`src/rtl/csi_pkg.sv`:
```
package csi_pkg;
    localparam int DATA_W = 8;
    localparam int HALF_W = 4;

    typedef enum logic [1:0] {
        REG_CTRL  = 2'd0,
        REG_SHIFT = 2'd1,
        REG_RXBUF = 2'd2,
        REG_STAT  = 2'd3
    } reg_sel_e;

    typedef struct packed {
        logic [1:0] clk_sel;
        logic       rx_only;
        logic       en;
    } ctrl_t;

    typedef struct packed {
        logic rise;
        logic fall;
    } clk_ev_t;

    // half period in system cycles: 01 -> 2, 10 -> 4, 11 -> 8
    function automatic logic [HALF_W-1:0] half_period(input logic [1:0] sel);
        return HALF_W'(1) << sel;
    endfunction

    function automatic logic is_master(input logic [1:0] sel);
        return sel != 2'b00;
    endfunction
endpackage

```
`src/rtl/csi_clkgen.sv`:
```
module csi_clkgen
    import csi_pkg::*;
#(
    parameter int HW = HALF_W
) (
    input  logic       clk,
    input  logic       rst,
    input  logic       en,
    input  logic       master,
    input  logic [1:0] clk_sel,
    input  logic       start,
    input  logic       active,
    input  logic       sck_in,
    input  logic       sdi_in,
    output logic       sck_out,
    output clk_ev_t    ev,
    output logic       sdi_bit
);
    logic [HW-1:0] cnt;
    logic [HW-1:0] half;
    logic          sck_q;
    logic          tick;
    logic [2:0]    sck_sync;
    logic [1:0]    sdi_sync;

    assign half    = half_period(clk_sel);
    assign tick    = active && (cnt == half - HW'(1));
    assign sck_out = sck_q;

    always_ff @(posedge clk) begin
        if (rst) begin
            cnt   <= '0;
            sck_q <= 1'b1;
        end else if (!en || !master) begin
            cnt   <= '0;
            sck_q <= 1'b1;
        end else if (start) begin
            cnt   <= '0;
            sck_q <= 1'b0;
        end else if (active) begin
            if (tick) begin
                cnt   <= '0;
                sck_q <= ~sck_q;
            end else begin
                cnt <= cnt + HW'(1);
            end
        end else begin
            cnt   <= '0;
            sck_q <= 1'b1;
        end
    end

    // external clock and data share the same synchronizer depth
    always_ff @(posedge clk) begin
        if (rst) begin
            sck_sync <= 3'b111;
            sdi_sync <= 2'b00;
        end else begin
            sck_sync <= {sck_sync[1:0], sck_in};
            sdi_sync <= {sdi_sync[0], sdi_in};
        end
    end

    always_comb begin
        if (master) begin
            ev.rise = tick && !sck_q;
            ev.fall = tick && sck_q;
            sdi_bit = sdi_in;
        end else begin
            ev.rise = en && sck_sync[1] && !sck_sync[2];
            ev.fall = en && !sck_sync[1] && sck_sync[2];
            sdi_bit = sdi_sync[1];
        end
    end

    // clock returns to and stays at its high idle level
    p_idle_high_r3: assert property (@(posedge clk) disable iff (rst)
        (en && master && !active && !start) |=> sck_out);
endmodule

```
`src/rtl/csi_shifter.sv`:
```
module csi_shifter
    import csi_pkg::*;
#(
    parameter int DW = DATA_W,
    localparam int CW = $clog2(DW)
) (
    input  logic          clk,
    input  logic          rst,
    input  logic          en,
    input  logic          master,
    input  logic          start,
    input  logic          load,
    input  logic [DW-1:0] wdata,
    input  clk_ev_t       ev,
    input  logic          sdi_bit,
    output logic [DW-1:0] shreg,
    output logic          busy,
    output logic          done,
    output logic [DW-1:0] rx_byte
);
    logic [CW-1:0] cnt;
    logic          pend;
    logic          rx_bit;
    logic          busy_q;
    logic          last;

    assign last    = (cnt == CW'(DW - 1));
    assign done    = en && ev.rise && last;
    assign rx_byte = {shreg[DW-2:0], sdi_bit};
    assign busy    = master ? busy_q : ((cnt != '0) || pend);

    always_ff @(posedge clk) begin
        if (rst) begin
            shreg  <= '0;
            cnt    <= '0;
            pend   <= 1'b0;
            rx_bit <= 1'b0;
            busy_q <= 1'b0;
        end else if (!en) begin
            cnt    <= '0;
            pend   <= 1'b0;
            busy_q <= 1'b0;
        end else begin
            if (load) shreg <= wdata;
            if (start) begin
                busy_q <= 1'b1;
                cnt    <= '0;
                pend   <= 1'b0;
            end else if (ev.rise) begin
                if (last) begin
                    shreg  <= rx_byte;
                    cnt    <= '0;
                    pend   <= 1'b0;
                    busy_q <= 1'b0;
                end else begin
                    rx_bit <= sdi_bit;
                    pend   <= 1'b1;
                    cnt    <= cnt + CW'(1);
                end
            end else if (ev.fall && pend) begin
                shreg <= {shreg[DW-2:0], rx_bit};
                pend  <= 1'b0;
            end
        end
    end

    // a running master transfer never restarts
    p_no_restart_r10: assert property (@(posedge clk) disable iff (rst)
        (en && master && busy_q && !done) |=> (busy_q && cnt >= $past(cnt)));
    // output bit holds across a non-final rising edge
    p_msb_hold_r3: assert property (@(posedge clk) disable iff (rst)
        (en && ev.rise && !last && !load) |=> (shreg[DW-1] == $past(shreg[DW-1])));
    // disabled port is idle
    p_off_idle_r12: assert property (@(posedge clk) disable iff (rst)
        !en |=> !busy);
endmodule

```
`src/rtl/csi_rxbuf.sv`:
```
module csi_rxbuf
    import csi_pkg::*;
#(
    parameter int DW = DATA_W
) (
    input  logic          clk,
    input  logic          rst,
    input  logic          done,
    input  logic [DW-1:0] rx_byte,
    input  logic          rd_buf,
    input  logic          clr_ovf,
    output logic [DW-1:0] buf_q,
    output logic          valid,
    output logic          ovf,
    output logic          irq
);
    always_ff @(posedge clk) begin
        if (rst) begin
            buf_q <= '0;
            valid <= 1'b0;
            ovf   <= 1'b0;
            irq   <= 1'b0;
        end else begin
            irq <= done;
            if (done) begin
                buf_q <= rx_byte;
                valid <= 1'b1;
            end else if (rd_buf) begin
                valid <= 1'b0;
            end
            if (done && valid && !rd_buf) ovf <= 1'b1;
            else if (clr_ovf)             ovf <= 1'b0;
        end
    end

    p_irq_pulse_r7: assert property (@(posedge clk) disable iff (rst)
        irq |=> !irq);
    p_valid_set_r6: assert property (@(posedge clk) disable iff (rst)
        done |=> (valid && irq));
    p_ovf_sticky_r9: assert property (@(posedge clk) disable iff (rst)
        (ovf && !clr_ovf) |=> ovf);
    p_ovf_cause_r9: assert property (@(posedge clk) disable iff (rst)
        $rose(ovf) |-> $past(done && valid));
endmodule

```
`src/rtl/csi_port.sv`:
```
module csi_port
    import csi_pkg::*;
#(
    parameter int DW = DATA_W
) (
    input  logic          clk,
    input  logic          rst,
    input  logic [1:0]    reg_sel,
    input  logic          reg_wr,
    input  logic          reg_rd,
    input  logic [DW-1:0] reg_wdata,
    output logic [DW-1:0] reg_rdata,
    input  logic          sck_in,
    output logic          sck_out,
    output logic          sck_oe,
    input  logic          sdi_in,
    output logic          sdo_out,
    output logic          sdo_oe,
    output logic          irq
);
    localparam int CTRL_W = $bits(ctrl_t);

    ctrl_t         ctrl;
    reg_sel_e      sel;
    logic          master;
    logic          busy, done, start, load, rd_buf, clr_ovf, shift_acc;
    logic          sdi_bit, valid, ovf;
    logic [DW-1:0] shreg, rx_byte, buf_q;
    clk_ev_t       ev;

    assign sel       = reg_sel_e'(reg_sel);
    assign master    = is_master(ctrl.clk_sel);
    assign shift_acc = (reg_wr || reg_rd) && (sel == REG_SHIFT);
    assign start     = shift_acc && ctrl.en && master && !busy;
    assign load      = reg_wr && (sel == REG_SHIFT) && ctrl.en && !busy;
    assign rd_buf    = reg_rd && (sel == REG_RXBUF);
    assign clr_ovf   = reg_wr && (sel == REG_STAT) && reg_wdata[1];

    always_ff @(posedge clk) begin
        if (rst) ctrl <= '0;
        else if (reg_wr && sel == REG_CTRL) ctrl <= ctrl_t'(reg_wdata[CTRL_W-1:0]);
    end

    always_comb begin
        unique case (sel)
            REG_CTRL:  reg_rdata = DW'(ctrl);
            REG_SHIFT: reg_rdata = shreg;
            REG_RXBUF: reg_rdata = buf_q;
            default:   reg_rdata = DW'({busy, ovf, valid});
        endcase
    end

    assign sck_oe  = ctrl.en && master;
    assign sdo_oe  = ctrl.en && !ctrl.rx_only;
    assign sdo_out = shreg[DW-1];

    csi_clkgen u_clk (
        .clk(clk), .rst(rst), .en(ctrl.en), .master(master),
        .clk_sel(ctrl.clk_sel), .start(start), .active(busy && master),
        .sck_in(sck_in), .sdi_in(sdi_in), .sck_out(sck_out),
        .ev(ev), .sdi_bit(sdi_bit)
    );

    csi_shifter #(.DW(DW)) u_shf (
        .clk(clk), .rst(rst), .en(ctrl.en), .master(master),
        .start(start), .load(load), .wdata(reg_wdata), .ev(ev),
        .sdi_bit(sdi_bit), .shreg(shreg), .busy(busy), .done(done),
        .rx_byte(rx_byte)
    );

    csi_rxbuf #(.DW(DW)) u_rxb (
        .clk(clk), .rst(rst), .done(done), .rx_byte(rx_byte),
        .rd_buf(rd_buf), .clr_ovf(clr_ovf), .buf_q(buf_q),
        .valid(valid), .ovf(ovf), .irq(irq)
    );
endmodule

```
`config.mk`:
```
export PLATFORM = sky130hd
export DESIGN_NAME = csi_port
export DESIGN_NICKNAME = d
export VERILOG_FILES = /design/src/rtl/csi_pkg.sv /design/src/rtl/csi_clkgen.sv /design/src/rtl/csi_shifter.sv /design/src/rtl/csi_rxbuf.sv /design/src/rtl/csi_port.sv
export SDC_FILE = /design/constraint.sdc
export NUM_CORES = 1
export LEC_CHECK = 0
export BUFFER_PORTS_ARGS = -buffer_cell sky130_fd_sc_hd__buf_2
export CORE_MARGIN = 2
export CORE_UTILIZATION = 50
export CTS_CLUSTER_SIZE = 16
export DETAILED_ROUTE_END_ITERATION = 6
export PLACE_DENSITY = 0.79
export SLEW_MARGIN = 15
export SYNTH_ARGS = -nofsm -noshare
export SYNTH_HDL_FRONTEND = slang
export SYNTH_SLANG_ARGS = --single-unit
```
`constraint.sdc`:
```
create_clock -name clk -period 2 [get_ports clk]
set_input_delay 0.1 -clock clk [delete_from_list [all_inputs] [get_ports clk]]
set_output_delay 0.1 -clock clk [all_outputs]
set_load 0.005 [all_outputs]
```
==> flow_summary.toml, run 1 <==
[setup_path]
crit_chain = "nor4b_4 -> a2bb2oi_2 -> o31a_4 -> o22ai_4 -> buf_12 -> nor2_1 -> a211o_1"
r2r_cells = 7
crit_path_max_fanout = 16
timing.setup.critical_path_class = "reg -> reg"
critical-path-slowest-cell = "sky130_fd_sc_hd__o31a_4"
critPathArrivalTime_ns = 2.13
critical_path.startpoint_type = "flop"
crit_path_end_kind = "flop"
timing.rr.end = "u_shf.shreg[1]$_SDFFE_PP0P_"
crit_required_ns = 2.19
r2r_start = "u_clk.cnt[2]$_SDFF_PP0_"
register_to_register_path_setup_slack_ns = 0.06
max_stage_delay_ns = 0.38

[final_layout]
drive_gt1_frac = 0.318
most_frequent_cells_in_the_layout = "sky130_fd_sc_hd__nor2_1 (35), sky130_fd_sc_hd__dfxtp_1 (34), sky130_fd_sc_hd__buf_2 (28), sky130_fd_sc_hd__nand2_1 (23), sky130_fd_sc_hd__buf_4 (16)"
final_net_count = 274
area_delta_synth_final_pct = 25.0
most_common_cell_after_layout_fill_and_taps_aside = "sky130_fd_sc_hd__nor2_1"
antenna_cells = 0
final_area_um2 = 2380

[sta]
fin_crit_sh = 0.972
unrepaired_setup_endpoints_after_global_routing = "true"
worst_clock_skew_ns = 0.00638
final_max_slew_viol_count = 0
final-setup-viol-count = 0
max_freq_ghz = 0.514
slew-limit-headroom = 0.671
report.final.hold_viol_count = 0
layout_min_cycle_time_ns = 1.94
layout_setup_ws_ns = 0.0554
tightest_slew_ns = 0.489

[route]
post_drt_wl_per_cell_um = 15.3
route.detailed.vias_per_inst = 5.55
vias = 1683
drt_pre_antenna_iters = 4
drc_errors = 0
wirelength_um = 4650
antenna_left = 0
drt_iter0_drc = 104

[synth]
synth_warnings = 0
synth.lib_cells_used.distinct = 44
synth-edff-count = 0
ys_seq_elements = 39
synth_async_sr_flop_share = 0
synth_cells = 209
mappedNetlistArea_um2 = 1910
avgSynthCellArea_um2 = 9.13
syn-num-nets = 229
portion_of_the_post_synthesis_area_used_by_sequential_elements = 0.409
synth_top_flop_cell = "sky130_fd_sc_hd__dfxtp_1"

[placement]
gp_routability_congestion = 0.873
post-place-ws_ns = -0.0735
dp_hpwl_um = 3200
post_dp_cell_area_um2 = 2180
place.port_buffers = 28

[floorplanning]
die_footprint_um2 = 4330
initial_utilization = 0.521
floorplan.io_pins = 29
num_rows = 22
dieHeight_um = 65.8
die_width_um = 65.8
core_um2 = 3660

[clock_network]
clkSinkCount = 39
cts_made_buffers = 5
cts.htree.levels = 2
cts_buffer_depth = 2
tritoncts = "done"
clock_latency_ns = 0.29
clk_pin_slew_ns = 0.07
cts_root_buf = "sky130_fd_sc_hd__clkbuf_8"

[hold_path]
hold-path-endpoint = "u_clk.sdi_sync[0]$_SDFF_PP0_"
holdPathStages = 2
min_from = "sdi_in"
min_path_type = "in -> reg"

[grt]
grt-ovfl-total = 0
grt_start_max_net_pins = 27
first_global_vias = 1667
grt_first_pass_wirelength_um = 7660
gr-usage-all-layers = 0.237
antenna_found_initial = 0

[flow_run]
cap_violations = 0

[power_and_ir_drop]
p_total_uw = 1420
pwr_per_cell_area_nw_per_um2 = 594
p_leak_uw = 0.00113
vdd_drop_max_mv = 0.543

[outcome]
run_status = "complete, no violations"
critical path: cells and delay by family (launching register included):
| family | cells | cell delay [ns] |
|---|---|---|
| compound gates | 4 | 0.96 |
| flops | 1 | 0.36 |
| simple gates | 2 | 0.34 |
| buf+inv | 1 | 0.16 |
timing repair:
action | CTS | global route
cloned | 0 | 0
buffers inserted | 2 | 0
pin swaps | 2 | 6
hold endpoints to repair | 1 | 0
setup endpoints to repair | 7 | 14
hold buffers | 1 | 0
resized for setup | 3 | 17
final cells by class:
type,count,area [um2]
repair buffers,47,302
flip-flops and latches,39,787
clock inverters,2,12.5
fillers,300,1280
well taps,48,60.1
inverters,6,22.5
multi-input cells,155,1130
clock buffers,6,72.6
worst max path at each step:
stage                                             end  cells past startpoint                 startpoint
after floorplan           u_shf.shreg[1]$_SDFFE_PP0P_                      7       ctrl[3]$_SDFFE_PP0P_
after global placement    u_shf.shreg[5]$_SDFFE_PP0P_                      8  u_shf.cnt[1]$_SDFFE_PP0N_
after detailed placement  u_shf.shreg[7]$_SDFFE_PP0P_                      8  u_shf.cnt[1]$_SDFFE_PP0N_
after CTS                 u_shf.shreg[1]$_SDFFE_PP0P_                      7       ctrl[3]$_SDFFE_PP0P_
after global routing      u_shf.shreg[7]$_SDFFE_PP0P_                      8  u_shf.cnt[1]$_SDFFE_PP0N_
final                     u_shf.shreg[1]$_SDFFE_PP0P_                      7    u_clk.cnt[2]$_SDFF_PP0_
cells by family after synthesis:
kind of cell / after synthesis / synth area share
DFF: 39 / 0.409
muxes: 18 / 0.115
adders and majority gates: 4 / 0.0262
AOI/OAI and AO/OA: 37 / 0.164
buffers and inverters: 15 / 0.0354
and+or+nand+nor: 93 / 0.237
xor gates and xnor gates: 3 / 0.0138
cell usage after synthesis (5+ instances only):
library cell                n  share of area
sky130_fd_sc_hd__clkbuf_1   5         0.0098
sky130_fd_sc_hd__a22o_1     5          0.023
sky130_fd_sc_hd__mux2i_1   14          0.073
sky130_fd_sc_hd__and3_1     7          0.023
sky130_fd_sc_hd__dfxtp_1   39           0.41
sky130_fd_sc_hd__nand2_1   23          0.045
sky130_fd_sc_hd__a21oi_1    7          0.018
sky130_fd_sc_hd__nor2_1    35          0.069
sky130_fd_sc_hd__a211o_1    7          0.032
sky130_fd_sc_hd__inv_1      6          0.012
stage by stage:
step           hold slack [ns]  instances  TNS, ns   util
2_1_floorplan            0.204        209        0      -
3_3_place_gp             0.286        292   -0.440  0.596
3_5_place_dp             0.289        292   -0.444  0.596
4_1_cts                 0.0570        303        0  0.633
5_1_grt                 0.0657        303  -0.0931  0.651
6_report                0.0516        303        0  0.651
registers in the layout (all words and copies together), names as in the netlist:
name / count
u_rxb.irq: 1
u_shf.busy_q: 1
u_shf.rx_bit: 1
u_clk.sck_out: 1
u_clk.sck_sync: 3
u_shf.cnt: 3
ctrl: 4
u_rxb.valid: 1
u_clk.sdi_sync: 2
u_clk.cnt: 4
u_shf.pend: 1
u_rxb.buf_q: 8
u_rxb.ovf: 1
u_shf.shreg: 8
report_power, final:
part	leakage (uW)	internal (uW)	switching, uW
logic	0.000766	49.2	56.9
clock network	0.0000412	244	273
registers	0.000318	785	8.15
metal layers:
layer,share of wire,global-route usage,vias up
met3,0.035,0.0681,11
li1,-,-,827
met1,0.44,0.288,807
met5,0,0,-
met2,0.50,0.398,38
met4,0.018,0.0859,0
No activity file was read; power rests on OpenSTA's default activity.
==> run 2: changes to the inputs <==
- CORE_UTILIZATION: 50 -> 60
- PLACE_DENSITY: 0.79 -> 0.89
- RECOVER_POWER: unset -> 100
- clock period: 2 -> 2.5 ns (I/O delays scaled with it)
==> run 2 against run 1 <==
Compared with the run above:
- utilization is 4.5 points higher
- worst hold slack lost 0.040 ns
- combinational power is 37% lower
- count of clock-buffer cells in the layout rose by 1
- largest cell class unchanged
- critical path type unchanged
- cell count shrank 6.6%
- largest power group unchanged
- fmax decreased by 14%
- power shrank 29%
==> flow_summary.toml, run 2 (same netlist as run 1, synthesis figures left out) <==
[sta]
report.final.hold_viol_count = 0
slew-limit-headroom = 0.251
layout_min_cycle_time_ns = 2.26
final-setup-viol-count = 0
tightest_slew_ns = 1.12
unrepaired_setup_endpoints_after_global_routing = "false"
setup_tns_ns = 0
fin_crit_sh = 0.904
final_max_slew_viol_count = 0
holdWs_ns = 0.0112
worst_clock_skew_ns = 0.00762
max_freq_ghz = 0.442

[setup_path]
crit_required_ns = 2.75
crit_path_end_kind = "flop"
timing.setup.critical_path_class = "reg -> reg"
critical_path.startpoint_type = "flop"
crit_path_max_fanout = 16
critPathArrivalTime_ns = 2.51

[final_layout]
area_delta_synth_final_pct = 10.6
reg_top3 = "u_rxb.buf_q x8, u_shf.shreg x8"
antenna_cells = 0
fill_cells = 258
drive_gt1_frac = 0.172
final_area_um2 = 2110
final_net_count = 258
most_frequent_cells_in_the_layout = "sky130_fd_sc_hd__dfxtp_1 (39), sky130_fd_sc_hd__nor2_1 (35), sky130_fd_sc_hd__nand2_1 (23), sky130_fd_sc_hd__buf_2 (19), sky130_fd_sc_hd__mux2i_1 (14)"
most_common_cell_after_layout_fill_and_taps_aside = "sky130_fd_sc_hd__dfxtp_1"

[floorplanning]
die_width_um = 60.4
num_rows = 20
initial_utilization = 0.630
dieHeight_um = 60.4
die_footprint_um2 = 3650
core_um2 = 3030
floorplan.io_pins = 29

[placement]
gp_routability_congestion = 0.826
post_dp_cell_area_um2 = 2070
place.port_buffers = 28
dp_hpwl_um = 2910

[clock_network]
tritoncts = "done"
clkSinkCount = 39
cts.htree.levels = 2
clock_latency_ns = 0.35
cts_buffer_depth = 2
cts_root_buf = "sky130_fd_sc_hd__clkbuf_4"
clk_pin_slew_ns = 0.11
cts_made_buffers = 5
post_cts_resize_count = 0

[route]
drt_iter0_drc = 95
post_drt_wl_per_cell_um = 14.1
route.detailed.vias_per_inst = 5.74
drc_errors = 0
vias = 1625
drt_pre_antenna_iters = 4
antenna_left = 0
wirelength_um = 4000

[grt]
antenna_found_initial = 0
grt_start_max_net_pins = 27
gr-usage-all-layers = 0.240
first_global_vias = 1417
grt-ovfl-total = 0
grt_first_pass_wirelength_um = 6460

[outcome]
run_status = "complete, no violations"

[hold_path]
min_path_type = "in -> reg"

[power_and_ir_drop]
p_leak_uw = 0.000923
vdd_drop_max_mv = 0.325
pwr_per_cell_area_nw_per_um2 = 479

[flow_run]
cap_violations = 0
## run 2: critical path, stage by stage (launching register included)
cell	delay, ns
sky130_fd_sc_hd__dfxtp_1	0.46
sky130_fd_sc_hd__xor2_1	0.20
sky130_fd_sc_hd__a2bb2oi_2	0.30
sky130_fd_sc_hd__o31a_1	0.39
sky130_fd_sc_hd__o22ai_4	0.21
sky130_fd_sc_hd__o2bb2ai_2	0.23
sky130_fd_sc_hd__a211o_1	0.35
## run 2: power breakdown
part           switching (uW)  internal [uW]
logic                    38.1           28.8
registers                6.99            628
clock network             199            110
total                     244            767
## run 2: layout make-up
class	instances	area [um2]	area share
sequential	39	781	0.370
timing repair buffer	31	155	0.0735
multi-input combinational	155	1050	0.496
clock buffer	7	45.0	0.0214
clock inverter	1	5.00	0.00237
inverter	6	22.5	0.0107
tap	44	55.1	0.0261
## run 2: repair_timing
item | 4_1_cts | 5_1_grt
endpoints found under the hold margin | 1 | 0
hold buffers | 1 | 0
setup buffers | 0 | 0
## run 2: path summary, 6_finish.rpt
| check | start | to | slack (ns) | depth (start not counted) |
|---|---|---|---|---|
| hold / removal | sdi_in | u_clk.sdi_sync[0]$_SDFF_PP0_ | 0.01 | 2 |
| hold reg to reg | u_clk.sck_sync[0]$_SDFF_PP1_ | u_clk.sck_sync[1]$_SDFF_PP1_ | 0.42 | 1 |
| setup reg to reg | ctrl[2]$_SDFFE_PP0P_ | u_shf.shreg[6]$_SDFFE_PP0P_ | 0.24 | 6 |
| setup / recovery | ctrl[2]$_SDFFE_PP0P_ | u_shf.shreg[6]$_SDFFE_PP0P_ | 0.24 | 6 |
## run 2: stage by stage
step                      cells  utilization  worst slack [ns]  power (uW)
after detailed placement    274        0.685             0.280         716
after global placement      274        0.685             0.351         715
final                       283        0.697             0.240        1010
after floorplan             209            -             0.583         691
after CTS                   283        0.705             0.271        1020
after global routing        283        0.697            0.0650        1050
## run 2: layer usage
metal / GRT usage / routed length [um] / up-vias
met5: 0 / 0 / -
met2: 0.377 / 1890 / 59
met3: 0.0576 / 269 / 6
met1: 0.324 / 1800 / 759
li1: - / - / 801
met4: 0.0857 / 51 / 0
==> run 3: changes to the inputs <==
--- a/config.mk
+++ b/config.mk
@@ -11,4 +11,5 @@
 export CTS_CLUSTER_SIZE = 16
 export DETAILED_ROUTE_END_ITERATION = 6
+export GPL_TIMING_DRIVEN = 0
 export PLACE_DENSITY = 0.89
 export RECOVER_POWER = 100
==> constraint.sdc (replaced) <==
create_clock -name clk -period 2.5 [get_ports clk]
set_input_delay 0.125 -clock clk [delete_from_list [all_inputs] [get_ports clk]]
set_output_delay 0.125 -clock clk [all_outputs]
set_load 0.1 [all_outputs]
==> run 3 against run 2 <==
Compared with the run above:
- global-route usage is 0.34 points lower
- first-iteration DRC count grew 39%
- count of clock-buffer cells in the layout unchanged
- utilization is 0.91 points higher
- clock skew down 0.0021 ns
- worst hold slack improved by 0.0039 ns
- fmax down 2.3%
- critical path depth rose by 1
- register-to-register slack got worse by 0.05 ns
- die area did not move
- cell count grew 1.4%
- critical endpoint is now u_shf.shreg[4]$_SDFFE_PP0P_
- largest cell class unchanged
==> flow_summary.toml, run 3 (same netlist as run 1, synthesis figures left out) <==
[sta]
slew-limit-headroom = 0.225
setup_tns_ns = 0
fin_crit_sh = 0.925
unrepaired_setup_endpoints_after_global_routing = "false"
final_max_slew_viol_count = 0
tightest_slew_ns = 1.17
max_freq_ghz = 0.432
layout_min_cycle_time_ns = 2.31
report.final.hold_viol_count = 0
final-setup-viol-count = 0
worst_clock_skew_ns = 0.00551

[route]
drt_pre_antenna_iters = 4
drc_errors = 0
route.detailed.vias_per_inst = 5.69
route.layer.met1.wl_um = 1790
maxUsedRoutingLayer = "met4"
antenna_left = 0
met2_wirelength_um = 1870
met3_wirelength_um = 311
vias = 1634
post_drt_wl_per_cell_um = 14.1
wirelength_um = 4040
drt_iter0_drc = 132

[setup_path]
crit_path_end_kind = "flop"
critPathArrivalTime_ns = 2.56
register_to_register_path_setup_slack_ns = 0.19
crit_path_max_fanout = 10
max_stage_delay_ns = 0.47
timing.setup.critical_path_class = "reg -> reg"
crit_required_ns = 2.75
crit_chain = "nor4b_1 -> a2bb2oi_2 -> o31a_4 -> o22ai_4 -> buf_6 -> nor2_1 -> a211o_1"
critical_path.startpoint_type = "flop"
critical-path-slowest-cell = "sky130_fd_sc_hd__dfxtp_1"

[floorplanning]
core_um2 = 3030
die_footprint_um2 = 3650
num_rows = 20
dieHeight_um = 60.4
floorplan.io_pins = 29
initial_utilization = 0.630
die_width_um = 60.4

[grt]
grt_start_max_net_pins = 12
first_global_vias = 1374
grt-ovfl-total = 0
grt_first_pass_wirelength_um = 6290
gr-usage-all-layers = 0.237
antenna_found_initial = 0

[clock_network]
cts_made_buffers = 5
postCtsSetupBuffers = 0
cts.htree.levels = 2
clock_latency_ns = 0.35
cts_buffer_depth = 2
tritoncts = "done"
clk_pin_slew_ns = 0.10
clkSinkCount = 39
cts_root_buf = "sky130_fd_sc_hd__clkbuf_4"

[placement]
place.port_buffers = 25
dp_hpwl_um = 2950
gp_routability_congestion = 0.894

[outcome]
run_status = "complete, no violations"

[hold_path]
min_path_type = "in -> reg"

[final_layout]
final_net_count = 262
antenna_cells = 0
most_common_cell_after_layout_fill_and_taps_aside = "sky130_fd_sc_hd__dfxtp_1"
reg_top3 = "u_rxb.buf_q x8, u_shf.shreg x8"
area_delta_synth_final_pct = 12.0
most_frequent_cells_in_the_layout = "sky130_fd_sc_hd__dfxtp_1 (39), sky130_fd_sc_hd__nor2_1 (35), sky130_fd_sc_hd__nand2_1 (23), sky130_fd_sc_hd__buf_2 (16), sky130_fd_sc_hd__mux2i_1 (14)"
drive_gt1_frac = 0.185
fill_cells = 249

[flow_run]
cap_violations = 0

[power_and_ir_drop]
vdd_drop_max_mv = 0.445
pwr_per_cell_area_nw_per_um2 = 480
p_total_uw = 1020
p_leak_uw = 0.000967
-- run 3: worst paths after layout --
kind                                              startpoint                            to  cells past startpoint
worst max-delay path                    ctrl[2]$_SDFFE_PP0P_   u_shf.shreg[4]$_SDFFE_PP0P_                      7
worst min register to register  u_clk.sck_sync[0]$_SDFF_PP1_  u_clk.sck_sync[1]$_SDFF_PP1_                      1
worst max register to register          ctrl[2]$_SDFFE_PP0P_   u_shf.shreg[4]$_SDFFE_PP0P_                      7
worst min-delay path                                  sdi_in  u_clk.sdi_sync[0]$_SDFF_PP0_                      2
-- run 3: what timing repair did --
item	in CTS	in global routing
gates resized for setup	0	0
hold buffers	1	0
hold endpoints to repair	1	0
setup endpoints to repair	0	0
-- run 3: final cells by class --
type / instances / area, um2 / area share
plain buffers: 9 / 45.0 / 0.0211
clock buffers: 7 / 45.0 / 0.0211
clock inverters: 1 / 5.00 / 0.00234
inverters: 6 / 22.5 / 0.0105
multi-input cells: 155 / 1050 / 0.493
flip-flops and latches: 39 / 781 / 0.365
well taps: 44 / 55.1 / 0.0258
repair buffers: 26 / 130 / 0.0609
-- run 3: power by group --
part	switching, uW	internal (uW)	leakage, uW
sequential	5.35	628	0.000316
combinational	55.4	30.1	0.000623
clock	196	110	0.0000293
total	257	768	0.000967
-- run 3: metal layers --
metal | global-route usage | vias up
met5 | 0 | -
met4 | 0.108 | 0
met3 | 0.0469 | 9
met2 | 0.370 | 72
met1 | 0.318 | 745
li1 | - | 808
-- run 3: worst max-delay path, delay by kind of cell, from the launching register on --
| family | cells | cell delay, ns |
|---|---|---|
| AOI/OAI and AO/OA | 4 | 1.15 |
| DFF | 1 | 0.47 |
| buffers and inverters | 1 | 0.20 |
| and+or+nand+nor | 2 | 0.40 |
-- run 3: through the flow --
step           instances  hold WS, ns  utilization  setup slack [ns]  cell area (um2)
6_report             287       0.0151        0.706             0.187             2140
3_5_place_dp         278        0.311        0.690             0.308             2090
3_3_place_gp         278        0.307        0.690             0.330             2090
5_1_grt              287       0.0248        0.706            0.0678             2140
4_1_cts              287      0.00557        0.710             0.214             2150
2_1_floorplan        209        0.229            -             0.256             1910
